## src/rtl/wdt_window_pkg.sv

```systemverilog
package wdt_window_pkg;

  localparam int ADDR_W = 3;
  localparam int KEY_W  = 16;

  localparam logic [ADDR_W-1:0] A_CFG  = 3'd0;
  localparam logic [ADDR_W-1:0] A_TMO  = 3'd1;
  localparam logic [ADDR_W-1:0] A_WIN  = 3'd2;
  localparam logic [ADDR_W-1:0] A_SVC  = 3'd3;
  localparam logic [ADDR_W-1:0] A_ICLR = 3'd4;

  localparam logic [KEY_W-1:0] KEY_FIRST  = 16'hA602;
  localparam logic [KEY_W-1:0] KEY_SECOND = 16'hB480;

  typedef enum logic [1:0] {
    RSP_RST     = 2'b00,
    RSP_IRQ     = 2'b01,
    RSP_IRQ_RST = 2'b10,
    RSP_RST_ALT = 2'b11
  } wdt_rsp_e;

  // packed: tick_src is bit 5, en is bit 0
  typedef struct packed {
    logic     tick_src;
    logic     dbg_frz;
    wdt_rsp_e rsp;
    logic     win_mode;
    logic     en;
  } wdt_cfg_t;

  localparam int CFG_W = $bits(wdt_cfg_t);

endpackage

```

## src/rtl/wdt_regs.sv

```systemverilog
module wdt_regs
  import wdt_window_pkg::*;
#(
  parameter int CNT_W       = 16,
  parameter int DATA_W      = 16,
  parameter bit EN_AT_RESET = 1'b0,
  parameter int RST_TIMEOUT = 1000,
  parameter int RST_WINDOW  = 0
) (
  input  logic              clk,
  input  logic              rst,
  input  logic              wr_en,
  input  logic [ADDR_W-1:0] wr_addr,
  input  logic [DATA_W-1:0] wr_data,
  output wdt_cfg_t          cfg_q,
  output logic [CNT_W-1:0]  tmo_q,
  output logic [CNT_W-1:0]  win_q
);

  logic cfg_lock_q, tmo_lock_q, win_lock_q;

  always_ff @(posedge clk) begin
    if (rst) begin
      cfg_q      <= '{tick_src: 1'b0, dbg_frz: 1'b0, rsp: RSP_RST,
                      win_mode: 1'b0, en: EN_AT_RESET};
      tmo_q      <= CNT_W'(RST_TIMEOUT);
      win_q      <= CNT_W'(RST_WINDOW);
      cfg_lock_q <= 1'b0;
      tmo_lock_q <= 1'b0;
      win_lock_q <= 1'b0;
    end else if (wr_en) begin
      case (wr_addr)
        A_CFG: if (!cfg_lock_q) begin
          cfg_q      <= wdt_cfg_t'({wr_data[CFG_W-1:1], wr_data[0] | cfg_q.en});
          cfg_lock_q <= 1'b1;
        end
        A_TMO: if (!tmo_lock_q) begin
          tmo_q      <= wr_data[CNT_W-1:0];
          tmo_lock_q <= 1'b1;
        end
        A_WIN: if (!win_lock_q) begin
          win_q      <= wr_data[CNT_W-1:0];
          win_lock_q <= 1'b1;
        end
        default: ;
      endcase
    end
  end

endmodule

```

## src/rtl/wdt_svc_check.sv

```systemverilog
module wdt_svc_check
  import wdt_window_pkg::*;
#(
  parameter int CNT_W  = 16,
  parameter int DATA_W = 16
) (
  input  logic              clk,
  input  logic              rst,
  input  logic              en,
  input  logic              win_mode,
  input  logic              wr_en,
  input  logic [ADDR_W-1:0] wr_addr,
  input  logic [DATA_W-1:0] wr_data,
  input  logic [CNT_W-1:0]  cnt,
  input  logic [CNT_W-1:0]  win,
  output logic              svc_ok,
  output logic              svc_bad
);

  logic armed_q;
  logic key_wr, first_ok, done, too_early;

  always_comb begin
    key_wr    = en && wr_en && (wr_addr == A_SVC);
    first_ok  = key_wr && !armed_q && (wr_data[KEY_W-1:0] == KEY_FIRST);
    done      = key_wr && armed_q && (wr_data[KEY_W-1:0] == KEY_SECOND);
    too_early = win_mode && (cnt > win);
    svc_ok    = done && !too_early;
    svc_bad   = (key_wr && !first_ok && !done) || (done && too_early);
  end

  always_ff @(posedge clk) begin
    if (rst || !en) armed_q <= 1'b0;
    else if (key_wr) armed_q <= first_ok;
  end

endmodule

```

## src/rtl/wdt_counter.sv

```systemverilog
module wdt_counter #(
  parameter int CNT_W       = 16,
  parameter int RST_TIMEOUT = 1000
) (
  input  logic             clk,
  input  logic             rst,
  input  logic             en,
  input  logic             stop,
  input  logic             tick_src,
  input  logic             osc_tick,
  input  logic             dbg_frz,
  input  logic             dbg_halt,
  input  logic             reload,
  input  logic [CNT_W-1:0] tmo,
  output logic [CNT_W-1:0] cnt_q,
  output logic             expire
);

  logic tick, active;

  always_comb begin
    tick   = tick_src ? osc_tick : 1'b1;
    active = en && !stop && tick && !(dbg_frz && dbg_halt);
    expire = active && (cnt_q == '0);
  end

  always_ff @(posedge clk) begin
    if (rst)                        cnt_q <= CNT_W'(RST_TIMEOUT);
    else if (!en)                   cnt_q <= tmo;
    else if (reload)                cnt_q <= tmo;
    else if (active && cnt_q != '0) cnt_q <= cnt_q - 1'b1;
  end

endmodule

```

## src/rtl/wdt_resp.sv

```systemverilog
module wdt_resp
  import wdt_window_pkg::*;
(
  input  logic     clk,
  input  logic     rst,
  input  logic     fault,
  input  wdt_rsp_e rsp,
  input  logic     irq_clr,
  output logic     irq_q,
  output logic     rst_q,
  output logic     irq_reload
);

  logic irq_kind;

  always_comb begin
    irq_kind   = (rsp == RSP_IRQ) || ((rsp == RSP_IRQ_RST) && !irq_q);
    irq_reload = fault && irq_kind;
  end

  always_ff @(posedge clk) begin
    if (rst) begin
      irq_q <= 1'b0;
      rst_q <= 1'b0;
    end else begin
      if (fault && !irq_kind) rst_q <= 1'b1;
      if (fault && irq_kind)  irq_q <= 1'b1;
      else if (irq_clr)       irq_q <= 1'b0;
    end
  end

endmodule

```

## src/rtl/wdt_window_top.sv

```systemverilog
module wdt_window_top
  import wdt_window_pkg::*;
#(
  parameter int CNT_W       = 16,
  parameter int DATA_W      = 16,
  parameter bit EN_AT_RESET = 1'b0,
  parameter int RST_TIMEOUT = 1000,
  parameter int RST_WINDOW  = 0
) (
  input  logic              clk,
  input  logic              rst,
  input  logic              wr_en,
  input  logic [2:0]        wr_addr,
  input  logic [DATA_W-1:0] wr_data,
  input  logic              osc_tick,
  input  logic              dbg_halt,
  output logic              irq_o,
  output logic              rst_req_o,
  output logic [CNT_W-1:0]  count_o
);

  wdt_cfg_t         cfg_w;
  logic [CNT_W-1:0] tmo_w, win_w, cnt_w;
  logic             svc_ok, svc_bad, expire, fault, irq_reload, irq_clr;

  wdt_regs #(
    .CNT_W(CNT_W), .DATA_W(DATA_W), .EN_AT_RESET(EN_AT_RESET),
    .RST_TIMEOUT(RST_TIMEOUT), .RST_WINDOW(RST_WINDOW)
  ) regs_i (
    .clk(clk), .rst(rst), .wr_en(wr_en), .wr_addr(wr_addr), .wr_data(wr_data),
    .cfg_q(cfg_w), .tmo_q(tmo_w), .win_q(win_w)
  );

  wdt_svc_check #(.CNT_W(CNT_W), .DATA_W(DATA_W)) svc_i (
    .clk(clk), .rst(rst), .en(cfg_w.en), .win_mode(cfg_w.win_mode),
    .wr_en(wr_en), .wr_addr(wr_addr), .wr_data(wr_data),
    .cnt(cnt_w), .win(win_w), .svc_ok(svc_ok), .svc_bad(svc_bad)
  );

  assign fault   = svc_bad || (expire && !svc_ok);
  assign irq_clr = wr_en && (wr_addr == A_ICLR) && wr_data[0];

  wdt_counter #(.CNT_W(CNT_W), .RST_TIMEOUT(RST_TIMEOUT)) cnt_i (
    .clk(clk), .rst(rst), .en(cfg_w.en), .stop(rst_req_o),
    .tick_src(cfg_w.tick_src), .osc_tick(osc_tick),
    .dbg_frz(cfg_w.dbg_frz), .dbg_halt(dbg_halt),
    .reload(svc_ok || irq_reload), .tmo(tmo_w),
    .cnt_q(cnt_w), .expire(expire)
  );

  wdt_resp resp_i (
    .clk(clk), .rst(rst), .fault(fault), .rsp(cfg_w.rsp), .irq_clr(irq_clr),
    .irq_q(irq_o), .rst_q(rst_req_o), .irq_reload(irq_reload)
  );

  assign count_o = cnt_w;

endmodule

```

## config.mk

```make
export PLATFORM = sky130hd
export DESIGN_NAME = wdt_window_top
export DESIGN_NICKNAME = d
export VERILOG_FILES = /design/src/rtl/wdt_window_pkg.sv /design/src/rtl/wdt_regs.sv /design/src/rtl/wdt_svc_check.sv /design/src/rtl/wdt_counter.sv /design/src/rtl/wdt_resp.sv /design/src/rtl/wdt_window_top.sv
export SDC_FILE = /design/constraint.sdc
export NUM_CORES = 1
export LEC_CHECK = 0
export BUFFER_PORTS_ARGS = -buffer_cell sky130_fd_sc_hd__buf_2
export CORE_UTILIZATION = 52
export DETAILED_ROUTE_END_ITERATION = 8
export HOLD_SLACK_MARGIN = 0.1
export PLACE_DENSITY = 0.76
export SLEW_MARGIN = 25
export SYNTH_ARGS = -nofsm -noshare
export SYNTH_HDL_FRONTEND = slang
export SYNTH_SLANG_ARGS = --single-unit
```

## constraint.sdc

```tcl
create_clock -name clk -period 2.5 [get_ports clk]
set_clock_uncertainty 0.2 [all_clocks]
set_input_delay 0.5 -clock clk [delete_from_list [all_inputs] [get_ports clk]]
set_output_delay 0.5 -clock clk [all_outputs]
set_load 0.01 [all_outputs]
```

==> impl_metrics.env <==
export IMPL_cp_depth=8
export IMPL_fin_tns_setup_ns=-0.429
export IMPL_insertion_delay_ns=0.35
export IMPL_root_buffer="clkbuf_8"
export IMPL_path_cells="inv_1 > ha_1 > nand4_1 > or4_4 > o311a_4 > o211ai_4 > clkbuf_16 > mux2i_1"
export IMPL_portBuffers=41
export IMPL_synth_top_cell_area_share_pct=38.4
export IMPL_yosysSeqAreaShare_pct=38.4
export IMPL_critPathRequiredTime_ns=2.57
export IMPL_slew_viol_final=0
export IMPL_finalCritPeriodShare_pct=102
export IMPL_syn_nets=428
export IMPL_reg2regPathDepth=8
export IMPL_clockBufferDepth=2
export IMPL_start_kind="flip-flop"
export IMPL_critical_path_class="reg -> reg"
export IMPL_min_period_ns=2.56
export IMPL_synth_area_leaders="dfxtp_1 (38%), nand2_1 (11%), mux2i_1 (7.4%), ha_1 (7.2%), a21oi_1 (5.9%)"
export IMPL_crit_path_start="regs_i.win_q[5]"
export IMPL_irDropWorstVdd_mv=0.321
export IMPL_n_fill_cell=436
export IMPL_grt_pass1_vias=2629
export IMPL_finalNetCount=494
export IMPL_yosysTopAreaCell="dfxtp_1"
export IMPL_vias=3042
export IMPL_antenna_found_initial=0
export IMPL_whs_path_depth=3
export IMPL_grt_first_pass_wirelength_um=13000
export IMPL_synth_seq_cells=60
export IMPL_min_from="wr_data[8]"
export IMPL_fp_dieH_um=79.6
export IMPL_ioPinCount=42
export IMPL_cap_violations=0
export IMPL_synth_cells=386
export IMPL_crit_path_max_incr_delay_ns=0.54
export IMPL_drt_iter0_drc=219
export IMPL_gp_congestion=0.893
export IMPL_critPathTopFamily="simple AND/OR/NAND/NOR gates"
export IMPL_wl_um=9060
export IMPL_fin_ws_ns=-0.0618
export IMPL_reg2reg_from="regs_i.win_q[5]"
export IMPL_cp_buffers_inverters=2
export IMPL_cts_buffers=9
export IMPL_mappedNetlistArea_sq_um=3130
export IMPL_rows=27
export IMPL_drive_gt1_share_pct=27.6
export IMPL_yosys_warnings=0
export IMPL_cts_htree_levels=3
export IMPL_hp_class="in -> reg"
export IMPL_rsz0062_at_grt="true"
export IMPL_synthDistinctLibCells=43
export IMPL_cts_sinks=60
export IMPL_finalHoldViolations=0
export IMPL_initial_core_util_pct=55.5
export IMPL_dr_pass1_iters=5
export IMPL_cts_tree="built"
export IMPL_grt_overflow_total=0
export IMPL_slew_headroom_pct=49.4
export IMPL_cts_hold_fix_buffers=0
export IMPL_viasPerCell=5.75
export IMPL_violations="setup timing"
export IMPL_cts_reportedPaths_clkPinSlew_ns=0.07
export IMPL_dp_hpwl_um=5800
export IMPL_avgSynthCellArea_sq_um=8.11
export IMPL_globalRouteTotalUtil_pct=27.3
export IMPL_total_power_mw=2.16
export IMPL_worstPathArrival_ns=2.63
export IMPL_power_density_nw_per_um2=541
export IMPL_cp_slowest_cell="or4_4"
export IMPL_route_detailed_drc=0
export IMPL_antenna_cells=0
export IMPL_setup_viol=13
export IMPL_end_kind="flip-flop"
export IMPL_fmax_mhz=390
export IMPL_routedWlPerCell_um=17.1
export IMPL_dieArea_sq_um=6340
export IMPL_syn2layout_area_growth_pct=27.5
export IMPL_worstMarginPinSlew_ns=0.755
export IMPL_status="finished, violations left"
export IMPL_p_leak_nw=1.62
export IMPL_ant_nets=0
export IMPL_die_w_um=79.6
export IMPL_core_area_sq_um=5640
export IMPL_grt_max_degree=51
export IMPL_crit_path_max_fanout=7
==> final timing paths <==
| kind | end | slack [ns] |
|---|---|---|
| max | cnt_i.cnt_q[6] | -0.06 |
| min | regs_i.tmo_q[8] | 0.21 |
| max reg2reg | cnt_i.cnt_q[6] | -0.06 |
| min reg2reg | cnt_i.cnt_q[1] | 0.26 |
==> cell usage after synthesis (all sizes together) <==
| cell | n |
|---|---|
| nor4b | 3 |
| nand4 | 9 |
| a31oi | 1 |
| a2111oi | 1 |
| o211a | 1 |
| ha | 18 |
| nand2 | 92 |
| xor2 | 11 |
| nor3 | 7 |
| o21bai | 2 |
| o21a | 1 |
| nand3 | 11 |
| o311ai | 1 |
| o21ai | 1 |
| or2 | 1 |
| nand4b | 2 |
| dfxtp | 60 |
| xnor2 | 3 |
| o311a | 1 |
| or4 | 4 |
| clkbuf | 14 |
| nor2 | 29 |
| clkinv | 1 |
| o41ai | 1 |
| nor4 | 8 |
| a31o | 1 |
| inv | 19 |
| nand2b | 3 |
| buf | 2 |
| nor4bb | 1 |
| mux2i | 23 |
| a21oi | 37 |
| or3 | 4 |
| o211ai | 3 |
| a21o | 3 |
| and3 | 1 |
| nor3b | 3 |
| nor2b | 3 |
==> cell families (layout without fill, tap and decap cells) <==
logic type | count (synthesis) | in the layout | synth area share [%]
simple gates | 181 | 181 | 27.7
flops | 60 | 60 | 38.4
compound gates | 54 | 54 | 10.6
buf+inv | 36 | 107 | 4.87
mux | 23 | 23 | 7.35
fa+ha+maj | 18 | 18 | 7.19
xor+xnor | 14 | 14 | 3.92
==> what timing repair did <==
item,CTS,global route
setup endpoints to repair,1,16
pin swaps,1,12
gates resized for setup,0,37
cloned,0,1
buffers inserted,0,2
==> area by class of cell <==
class	instances	area, sq um	share of cell area (%)
repair buffers	71	464	11.6
inverters	20	75.1	1.88
flip-flops and latches	60	1220	30.5
well taps	72	90.1	2.26
clock inverters	4	72.6	1.82
clock buffers	12	145	3.63
multi-input cells	290	1930	48.2
==> worst register-to-register path, delay by kind of cell, from the launching register on <==
kind / cells / cell delay [ns]
flops: 1 / 0.35
simple gates: 2 / 0.73
compound gates: 2 / 0.43
mux: 1 / 0.19
fa+ha+maj: 1 / 0.32
buf+inv: 2 / 0.27
==> per-layer routing <==
layer	global-route usage (%)	vias up	wire (um)
met5	0	-	0
met4	12.2	0	272
met3	3.89	29	534
met2	42.4	135	4260
met1	37.5	1418	3990
li1	-	1460	-
==> state kept, by name (all words and copies together), names as in the netlist <==
register           flops
resp_i.irq_q           1
regs_i.win_lock_q      1
cnt_i.cnt_q           16
regs_i.cfg_lock_q      1
regs_i.tmo_q          16
regs_i.win_q          16
svc_i.armed_q          1
regs_i.tmo_lock_q      1
resp_i.rst_q           1
regs_i.cfg_q           6
==> stage by stage <==
step	cells	setup slack (ns)	util [%]	area, sq um	hold slack [ns]
3_5_place_dp	510	-0.0835	63.3	3570	0.248
6_report	529	-0.0618	70.8	3990	0.210
3_3_place_gp	510	-0.0265	63.3	3570	0.243
5_1_grt	529	-0.0876	70.8	3990	0.218
4_1_cts	526	0.0127	67.2	3790	0.207
2_1_floorplan	386	0.109	-	3130	0.235
==> placed cells by master, fill, tap and decap left out, types with 10 or more instances in the layout <==
master     n
nand3_1   11
nor2_1    29
buf_2     41
a21oi_1   37
nand2_1   92
dfxtp_2   15
inv_1     15
buf_4     27
xor2_1    11
clkbuf_8  10
mux2i_1   23
dfxtp_1   45
==> report_power, final <==
group | internal (mW) | switching [mW]
Sequential | 0.977 | 0.0180
Combinational | 0.0789 | 0.113
Clock | 0.587 | 0.389
Note: power is estimated with default switching activity, not from simulation.
